`config.mk`:
```
export PLATFORM = sky130hd
export DESIGN_NAME = ring_fifo_top
export DESIGN_NICKNAME = d
export VERILOG_FILES = /design/src/rtl/ring_fifo_pkg.sv /design/src/rtl/ring_cell.sv /design/src/rtl/ring_ctrl.sv /design/src/rtl/ring_fifo_top.sv
export SDC_FILE = /design/constraint.sdc
export NUM_CORES = 1
export LEC_CHECK = 0
export BUFFER_PORTS_ARGS = -buffer_cell sky130_fd_sc_hd__buf_2
export CAP_MARGIN = 40
export CORE_MARGIN = 4
export CORE_UTILIZATION = 53
export CTS_CLUSTER_DIAMETER = 60
export CTS_CLUSTER_SIZE = 40
export DETAILED_ROUTE_END_ITERATION = 16
export PLACE_DENSITY = 0.74
export SETUP_SLACK_MARGIN = 0.5
export SYNTH_ARGS = -nofsm -noshare
export SYNTH_HDL_FRONTEND = slang
export SYNTH_HIERARCHICAL = 1
export SYNTH_SLANG_ARGS = --single-unit
```
`constraint.sdc`:
```
create_clock -name clk -period 2.3 [get_ports clk]
set_clock_uncertainty 0.2 [all_clocks]
set_input_delay 0 -clock clk [delete_from_list [all_inputs] [get_ports clk]]
set_output_delay 0 -clock clk [all_outputs]
set_load 0.005 [all_outputs]
```
`src/rtl/ring_fifo_pkg.sv`:
```
`timescale 1ns/1ps
package ring_fifo_pkg;
   typedef enum logic [1:0] {
      ST_IDLE   = 2'd0,
      ST_WRITE  = 2'd1,
      ST_REFILL = 2'd2
   } ctrl_st_t;
endpackage

```
`src/rtl/ring_cell.sv`:
```
`timescale 1ns/1ps
// One ring storage slot: alternates store (write handshake) and give back
// (read handshake). Acknowledges are registered, one cycle after the request.
module ring_cell #(
   parameter int DATA_W = 2
) (
   input  logic              clk,
   input  logic              rst,
   input  logic              wr_req,
   input  logic [DATA_W-1:0] wr_data,
   output logic              wr_ack,
   input  logic              rd_req,
   output logic              rd_ack,
   output logic [DATA_W-1:0] rd_data
);
   logic              full_q;
   logic [DATA_W-1:0] val_q;

   always_ff @(posedge clk) begin
      if (rst) begin
         full_q <= 1'b0;
         val_q  <= '0;
         wr_ack <= 1'b0;
         rd_ack <= 1'b0;
      end else begin
         wr_ack <= 1'b0;
         rd_ack <= 1'b0;
         if (!full_q && wr_req) begin
            val_q  <= wr_data;
            full_q <= 1'b1;
            wr_ack <= 1'b1;
         end else if (full_q && rd_req) begin
            full_q <= 1'b0;
            rd_ack <= 1'b1;
         end
      end
   end

   assign rd_data = val_q;
endmodule

```
`src/rtl/ring_ctrl.sv`:
```
`timescale 1ns/1ps
// Sequencer: keeps the head word, occupancy and the two 1-based ring pointers.
module ring_ctrl
   import ring_fifo_pkg::*;
#(
   parameter int DATA_W = 2,
   parameter int CELLS  = 3,
   localparam int CAP   = CELLS + 1,
   localparam int PTR_W = $clog2(CELLS + 1),
   localparam int CNT_W = $clog2(CAP + 1)
) (
   input  logic                          clk,
   input  logic                          rst,
   input  logic                          in_valid,
   output logic                          in_ready,
   input  logic [DATA_W-1:0]             in_data,
   output logic                          out_valid,
   input  logic                          out_ready,
   output logic [DATA_W-1:0]             out_data,
   output logic [CNT_W-1:0]              occ,
   output logic [CELLS-1:0]              cell_wr_req,
   output logic [DATA_W-1:0]             cell_wr_data,
   input  logic [CELLS-1:0]              cell_wr_ack,
   output logic [CELLS-1:0]              cell_rd_req,
   input  logic [CELLS-1:0]              cell_rd_ack,
   input  logic [CELLS-1:0][DATA_W-1:0]  cell_rd_data
);
   localparam logic [PTR_W-1:0] PTR_ONE  = PTR_W'(1);
   localparam logic [PTR_W-1:0] PTR_LAST = PTR_W'(CELLS);
   localparam logic [CNT_W-1:0] CNT_ONE  = CNT_W'(1);
   localparam logic [CNT_W-1:0] CNT_CAP  = CNT_W'(CAP);

   ctrl_st_t          st_q;
   logic [CNT_W-1:0]  cnt_q;
   logic [PTR_W-1:0]  top_q, bot_q, top_ix, bot_ix;
   logic [DATA_W-1:0] head_q, wbuf_q;
   logic              in_fire, out_fire, idle, wr_done, rd_done;

   function automatic logic [PTR_W-1:0] ring_adv(input logic [PTR_W-1:0] p);
      return (p == PTR_LAST) ? PTR_ONE : p + PTR_ONE;
   endfunction

   assign idle      = (st_q == ST_IDLE);
   assign out_valid = idle && (cnt_q != '0);
   assign out_fire  = out_valid && out_ready;
   assign in_ready  = idle && (cnt_q < CNT_CAP) && !out_fire;
   assign in_fire   = in_valid && in_ready;
   assign out_data  = head_q;
   assign occ       = cnt_q;

   assign top_ix       = top_q - PTR_ONE;
   assign bot_ix       = bot_q - PTR_ONE;
   assign cell_wr_data = wbuf_q;
   assign wr_done      = (st_q == ST_WRITE)  && cell_wr_ack[top_ix];
   assign rd_done      = (st_q == ST_REFILL) && cell_rd_ack[bot_ix];

   always_comb begin
      for (int i = 0; i < CELLS; i++) begin
         cell_wr_req[i] = (st_q == ST_WRITE)  && (top_ix == PTR_W'(i));
         cell_rd_req[i] = (st_q == ST_REFILL) && (bot_ix == PTR_W'(i));
      end
   end

   always_ff @(posedge clk) begin
      if (rst) begin
         st_q   <= ST_IDLE;
         cnt_q  <= '0;
         top_q  <= PTR_ONE;
         bot_q  <= PTR_ONE;
         head_q <= '0;
         wbuf_q <= '0;
      end else begin
         case (st_q)
            ST_IDLE: begin
               if (out_fire) begin
                  if (cnt_q > CNT_ONE) st_q  <= ST_REFILL;
                  else                 cnt_q <= '0;
               end else if (in_fire) begin
                  if (cnt_q == '0) begin
                     head_q <= in_data;
                     cnt_q  <= CNT_ONE;
                  end else begin
                     wbuf_q <= in_data;
                     st_q   <= ST_WRITE;
                  end
               end
            end
            ST_WRITE: begin
               if (wr_done) begin
                  cnt_q <= cnt_q + CNT_ONE;
                  top_q <= ring_adv(top_q);
                  st_q  <= ST_IDLE;
               end
            end
            ST_REFILL: begin
               if (rd_done) begin
                  head_q <= cell_rd_data[bot_ix];
                  cnt_q  <= cnt_q - CNT_ONE;
                  bot_q  <= ring_adv(bot_q);
                  st_q   <= ST_IDLE;
               end
            end
            default: st_q <= ST_IDLE;
         endcase
      end
   end
endmodule

```
`src/rtl/ring_fifo_top.sv`:
```
`timescale 1ns/1ps
module ring_fifo_top #(
   parameter int DATA_W = 2,
   parameter int CELLS  = 3
) (
   input  logic              clk,
   input  logic              rst,
   input  logic              in_valid,
   output logic              in_ready,
   input  logic [DATA_W-1:0] in_data,
   output logic              out_valid,
   input  logic              out_ready,
   output logic [DATA_W-1:0] out_data
);
   localparam int CNT_W = $clog2(CELLS + 2);

   if (CELLS < 1) begin : g_bad_cells
      $error("ring_fifo_top: CELLS must be at least 1");
   end
   if (DATA_W < 1) begin : g_bad_width
      $error("ring_fifo_top: DATA_W must be at least 1");
   end

   logic [CNT_W-1:0]             occ;
   logic [CELLS-1:0]             wr_req_v, wr_ack_v, rd_req_v, rd_ack_v;
   logic [DATA_W-1:0]            wr_data_w;
   logic [CELLS-1:0][DATA_W-1:0] rd_data_v;

   ring_ctrl #(.DATA_W(DATA_W), .CELLS(CELLS)) i_ctrl (
      .clk          (clk),
      .rst          (rst),
      .in_valid     (in_valid),
      .in_ready     (in_ready),
      .in_data      (in_data),
      .out_valid    (out_valid),
      .out_ready    (out_ready),
      .out_data     (out_data),
      .occ          (occ),
      .cell_wr_req  (wr_req_v),
      .cell_wr_data (wr_data_w),
      .cell_wr_ack  (wr_ack_v),
      .cell_rd_req  (rd_req_v),
      .cell_rd_ack  (rd_ack_v),
      .cell_rd_data (rd_data_v)
   );

   for (genvar i = 0; i < CELLS; i++) begin : g_cell
      ring_cell #(.DATA_W(DATA_W)) i_cell (
         .clk     (clk),
         .rst     (rst),
         .wr_req  (wr_req_v[i]),
         .wr_data (wr_data_w),
         .wr_ack  (wr_ack_v[i]),
         .rd_req  (rd_req_v[i]),
         .rd_ack  (rd_ack_v[i]),
         .rd_data (rd_data_v[i])
      );
   end
endmodule

```
==> flow_metrics.env, run 1 <==
export IMPL_peakVddDrop_mv=0.712
export IMPL_tns_ps=0
export IMPL_cts_sink_count=28
export IMPL_post_route_min_period_ps=2190
export IMPL_yosysTopAreaCellShare_pct=36.0
export IMPL_vias=1321
export IMPL_cts_tree="done"
export IMPL_clk_pin_slew_ps=150
export IMPL_antenna_found_initial=0
export IMPL_grt_setup_unrepaired="true"
export IMPL_areaGrowthSynthToFinish_pct=24.5
export IMPL_placed_cell_area_um2=1710
export IMPL_dpl_hpwl_um=2450
export IMPL_r2r_start="i_ctrl/bot_q[0]$_SDFFE_PP1P_"
export IMPL_synth_area_um2=1560
export IMPL_postLayoutCellArea_um2=1940
export IMPL_nFillCells=214
export IMPL_cts_htree_levels=1
export IMPL_max_cap_violations=0
export IMPL_drt_pass1_iter_count=4
export IMPL_critPathCaptureType="register"
export IMPL_hold_violations=0
export IMPL_drc=0
export IMPL_slew_limit_headroom_pct=62.9
export IMPL_dr_first_iter_drc_count=82
export IMPL_drive_gt1_share_pct=31.8
export IMPL_cp_max_fo=7
export IMPL_grt_pass1_vias=1397
export IMPL_synthFlopType="dfxtp_1"
export IMPL_p_comb_share_pct=43.9
export IMPL_sw_frac_of_total_pct=36.3
export IMPL_antennaDiodeCount=0
export IMPL_p_int_w=0.000934
export IMPL_routed_wl_um=3670
export IMPL_pwr_share_seq_pct=39.8
export IMPL_grt_pass1_wl_um=6400
export IMPL_clock_path_buffers=2
export IMPL_hold_class="in -> reg"
export IMPL_synth_seq_cells=28
export IMPL_yosysWarnings=6
export IMPL_final_setup_viol_count=0
export IMPL_die_y_um=62.2
export IMPL_synth_area_leaders="dfxtp_1, ha_1, nand2b_1, nor2_1, nand4bb_1"
export IMPL_portBuffers=9
export IMPL_dieArea_um2=3870
export IMPL_clk_insertion_delay_late_ps=320
export IMPL_avgViaCountPerCell=5.77
export IMPL_r2r_cells=8
export IMPL_switchingPower_w=0.000531
export IMPL_leakage_nw=0.771
export IMPL_pin_count=10
export IMPL_rows=19
export IMPL_slew_viol_final=0
export IMPL_die_w_um=62.2
export IMPL_min_to="i_ctrl/cell_wr_data[1]$_SDFFE_PP0P_"
export IMPL_fmax_mhz=456
export IMPL_crit_start="i_ctrl/bot_q[0]$_SDFFE_PP1P_"
export IMPL_grt_usage_pct=20.1
export IMPL_synth_cell_types=34
export IMPL_tightest_slew_ps=556
export IMPL_wl_per_cell_um=16.0
export IMPL_power_density_nw_per_um2=755
export IMPL_regArea_um2=576
export IMPL_rrSetupSlack_ps=110
export IMPL_synth_commonest_cells="dfxtp_1, nor2_1, ha_1"
export IMPL_min_path_cells=5
export IMPL_synth_edff_count=0
export IMPL_coreArea_um2=2780
export IMPL_synth_net_count=193
export IMPL_required_ps=2360
export IMPL_gp_congestion=0.823
export IMPL_synth_most_common_cell="dfxtp_1"
export IMPL_reg2reg_to="i_ctrl/st_q[0]$_SDFFE_PP0P_"
export IMPL_path_class="reg -> reg"
export IMPL_initial_utilization_pct=56.0
export IMPL_period_share_pct=95.4
export IMPL_ys_seq_area_share_pct=36.0
export IMPL_status="finished clean"
export IMPL_grt_max_degree=37
export IMPL_multi_input_area_um2=1060
export IMPL_drtAntennaViolNets=0
export IMPL_grt_overflow_total=0
export IMPL_async_flop_share_pct=0
export IMPL_critPathArrivalTime_ps=2250
export IMPL_cts_root_buf="clkbuf_4"
export IMPL_cts_buffers=3
export IMPL_cp_start_kind="register"
export IMPL_syn_instance_count=173
export IMPL_fin_nets=219
export IMPL_min_delay_start="in_valid"
export IMPL_power_frac_clock_pct=16.2
export IMPL_postSynthAreaPerCell_um2=9.00
export IMPL_yosysTopAreaCell="dfxtp_1"
registers in the layout (all words and copies together) (netlist names), 3 cells and up:
signal / cells
i_ctrl/occ: 3
g_cell.i_cell/wr_ack: 3
g_cell.i_cell/full_q: 3
g_cell.i_cell/rd_data: 6
g_cell.i_cell/rd_ack: 3
layout by cell type, fill, tap and decap left out, drive strengths merged, types with 5 or more instances in the layout:
master and count:
and2 7, buf 20, nand2b 12, nand4bb 6, inv 13, o21ai 11
dfxtp 28, a21oi 9, ha 14, mux2i 5, nand2 6, nor2 18
nor2b 5
how the worst max path moves through the flow:
stage | end | slack (ps) | depth (start not counted)
after detailed placement | i_ctrl/occ[0]$_SDFFE_PP0P_ | 1 | 6
after CTS | i_ctrl/occ[1]$_SDFFE_PP0P_ | 90 | 7
after floorplan | i_ctrl/occ[0]$_SDFFE_PP0P_ | 130 | 7
after global routing | i_ctrl/st_q[0]$_SDFFE_PP0P_ | 10 | 8
after global placement | i_ctrl/occ[0]$_SDFFE_PP0P_ | 90 | 6
final | i_ctrl/st_q[0]$_SDFFE_PP0P_ | 110 | 8
worst max-delay path, stage by stage, from the launching register on:
cell     delay [ps]
dfxtp_4         370
inv_2            40
ha_4            280
mux2_4          160
a22oi_2          80
a221o_1         400
buf_4           170
or3_1           310
a21oi_2         120
layer usage:
layer	GRT usage, %	share of wire [%]	vias to the layer above
li1	-	-	661
met1	23.1	43	634
met2	35.6	53	22
met3	3.60	2.9	4
met4	8.94	1.0	0
met5	0	0	-
power groups by stage:
stage	logic (W)	registers (W)	clock network (W)
after floorplan	0.000366	0.000570	0
after global placement	0.000487	0.000575	0
after detailed placement	0.000504	0.000580	0
after CTS	0.000596	0.000575	0.000245
after global routing	0.000719	0.000591	0.000274
final	0.000644	0.000583	0.000238
area by class of cell:
cell class              instances  area share [%]
well taps                      31            2.00
flip-flops and latches         28            29.7
multi-input cells             129            54.6
inverters                      13            2.65
repair buffers                 24            9.23
clock buffers                   4            1.87
kinds of logic (layout without fill, tap and decap cells):
| family | after synthesis | count (layout) | synth area share, % |
|---|---|---|---|
| and+or+nand+nor | 67 | 67 | 25.9 |
| adders and majority gates | 14 | 14 | 11.2 |
| DFF | 28 | 28 | 36.0 |
| muxes | 9 | 9 | 6.35 |
| AOI/OAI and AO/OA | 39 | 39 | 16.7 |
| buffers and inverters | 16 | 41 | 3.86 |
stage by stage:
| stage | std cells | util, % | setup WS [ps] | hold slack (ps) | total power [W] |
|---|---|---|---|---|---|
| 2_1_floorplan | 173 | - | 134 | -149 | 0.000936 |
| 3_3_place_gp | 215 | 61.3 | 86.2 | 72.7 | 0.00106 |
| 3_5_place_dp | 215 | 61.3 | 1.24 | 75.0 | 0.00108 |
| 4_1_cts | 227 | 67.8 | 90.1 | 80.1 | 0.00142 |
| 5_1_grt | 229 | 69.7 | 11.5 | 49.8 | 0.00158 |
| 6_report | 229 | 69.7 | 105 | 49.4 | 0.00146 |
what timing repair did:
action / in CTS / in global routing
endpoints found under the setup margin: 14 / 14
hold endpoints to repair: 12 / 0
hold buffers: 4 / 0
resized for setup: 21 / 13
pin swaps: 7 / 5
setup buffers: 4 / 2
No activity file was read; power rests on OpenSTA's default activity.
==> run 2: changes to the inputs <==
REMOVE_ABC_BUFFERS = 1   (was default)
==> run 2 against run 1 <==
Core utilization is 0.36 points higher; routed wire length is 0.33% lower; fmax is 1.9% lower; sequential power is 2% lower; worst setup slack worse by 43 ps; largest cell class unchanged.
==> flow_metrics.env, run 2 (synthesized netlist as in run 1, its figures left out) <==
export IMPL_path_class="reg -> reg"
export IMPL_status="finished clean"
export IMPL_slew_viol_final=0
export IMPL_rows=19
export IMPL_largest_reg_flops=6
export IMPL_final_util_pct=70.1
export IMPL_vias=1358
export IMPL_avgViaCountPerCell=5.80
export IMPL_hold_violations=0
export IMPL_power_density_nw_per_um2=748
export IMPL_drtAntennaViolNets=0
export IMPL_antennaDiodeCount=0
export IMPL_nFillCells=207
export IMPL_clock_path_buffers=2
export IMPL_crit_chain="inv_2 -> ha_4 -> mux2_4 -> a22oi_2 -> a221o_1 -> or4_1 -> o31ai_1"
export IMPL_coreArea_um2=2780
export IMPL_tns_ps=0
export IMPL_grt_pass1_vias=1327
export IMPL_final_setup_viol_count=0
export IMPL_critPathArrivalTime_ps=2290
export IMPL_fin_total_pwr_w=0.00146
export IMPL_cts_root_buf="clkbuf_4"
export IMPL_pin_count=10
export IMPL_slowest_delay_ps=490
export IMPL_fin_nets=224
export IMPL_dpl_hpwl_um=2440
export IMPL_drive_gt1_share_pct=31.0
export IMPL_gp_congestion=0.839
export IMPL_drc=0
export IMPL_clk_insertion_delay_late_ps=340
export IMPL_p_comb_share_pct=43.6
export IMPL_layout_commonest_cell="dfxtp_1"
export IMPL_initial_utilization_pct=56.0
export IMPL_cts_sink_count=28
export IMPL_dr_first_iter_drc_count=81
export IMPL_p_int_w=0.000922
export IMPL_portBuffers=9
export IMPL_die_w_um=62.2
export IMPL_post_route_min_period_ps=2240
export IMPL_grt_pass1_wl_um=5990
export IMPL_hold_class="in -> reg"
export IMPL_critPathCaptureType="register"
export IMPL_drt_pass1_iter_count=4
export IMPL_grt_setup_unrepaired="true"
export IMPL_cts_htree_levels=1
export IMPL_switchingPower_w=0.000536
export IMPL_period_share_pct=97.3
export IMPL_antenna_found_initial=0
export IMPL_leakage_nw=0.789
export IMPL_die_y_um=62.2
export IMPL_required_ps=2350
export IMPL_routed_wl_um=3660
export IMPL_layout_common_cells="dfxtp_1, nor2_1, buf_4"
export IMPL_grt_overflow_total=0
export IMPL_cts_buffers=3
export IMPL_tightest_slew_ps=586
export IMPL_crit_buf_inv=1
export IMPL_clk_pin_slew_ps=150
export IMPL_dieArea_um2=3870
export IMPL_cp_max_fo=6
export IMPL_slew_limit_headroom_pct=60.9
export IMPL_fmax_mhz=447
export IMPL_max_cap_violations=0
export IMPL_grt_max_degree=37
export IMPL_areaGrowthSynthToFinish_pct=25.1
export IMPL_sw_frac_of_total_pct=36.8
export IMPL_peakVddDrop_mv=0.754
export IMPL_wl_per_cell_um=15.6
export IMPL_crit_family="compound AO/OA/AOI/OAI gates"
export IMPL_power_frac_clock_pct=17.2
export IMPL_cp_start_kind="register"
export IMPL_cpMaxStageDelayCell="or4_1"
export IMPL_pwr_share_seq_pct=39.2
export IMPL_grt_usage_pct=18.8
export IMPL_cts_tree="done"
run 2: cell count changes in the layout (fill, tap and decap cells not counted), moves of 2 or more:
cell and delta:
buf_4 +4, inv_1 +4, inv_2 -3, dfxtp_4 -2
run 2: stage by stage:
stage	hold WS (ps)	cell area (um2)	setup slack, ps	cells
3_5_place_dp	59.3	1710	-58.5	221
3_3_place_gp	58.5	1710	30.5	221
5_1_grt	95.2	1950	-6.18	234
4_1_cts	47.5	1920	124	233
6_report	99.4	1950	62.8	234
2_1_floorplan	-149	1550	-126	170
run 2: final cells by class:
class	instances	area, um2	area share, %
inverter	13	48.8	2.50
multi-input combinational	129	1040	53.1
clock buffer	4	36.3	1.86
tap	31	38.8	1.99
timing repair buffer	29	220	11.3
sequential	28	569	29.2
run 2: repair_timing:
action,4_1_cts,5_1_grt
resized for setup,27,5
hold endpoints to repair,12,0
hold buffers,4,0
pin swaps,13,6
setup endpoints to repair,14,14
buffers inserted,4,1
run 2: layer usage:
layer / routed length [um] / global-route usage (%) / part of all wire, %
met4: 63 / 7.05 / 1.7
met1: 1540 / 20.6 / 42
met3: 91 / 2.70 / 2.5
met2: 1970 / 35.5 / 54
met5: 0 / 0 / 0
run 2: worst paths after layout:
| kind | startpoint | end | slack (ps) | cells past startpoint |
|---|---|---|---|---|
| max | i_ctrl/bot_q[0]$_SDFFE_PP1P_ | i_ctrl/occ[1]$_SDFFE_PP0P_ | 60 | 7 |
| min | in_valid | i_ctrl/cell_wr_data[1]$_SDFFE_PP0P_ | 100 | 5 |
| min reg2reg | g_cell[2].i_cell/rd_data[1]$_SDFFE_PP0P_ | g_cell[2].i_cell/rd_data[1]$_SDFFE_PP0P_ | 280 | 2 |
| max reg2reg | i_ctrl/bot_q[0]$_SDFFE_PP1P_ | i_ctrl/occ[1]$_SDFFE_PP0P_ | 60 | 7 |
run 2: worst reg2reg max path: stages (launching register included):
cell     delay (ps)
dfxtp_2         370
inv_2            50
ha_4            280
mux2_4          150
a22oi_2          80
a221o_1         430
or4_1           490
o31ai_1          90
run 2: power groups by stage:
stage	clock network (W)	logic, W	registers, W
global route	0.000274	0.000697	0.000579
CTS	0.000254	0.000607	0.000571
global placement	0	0.000504	0.000579
finish	0.000251	0.000636	0.000572
floorplan	0	0.000355	0.000571
detailed placement	0	0.000525	0.000583
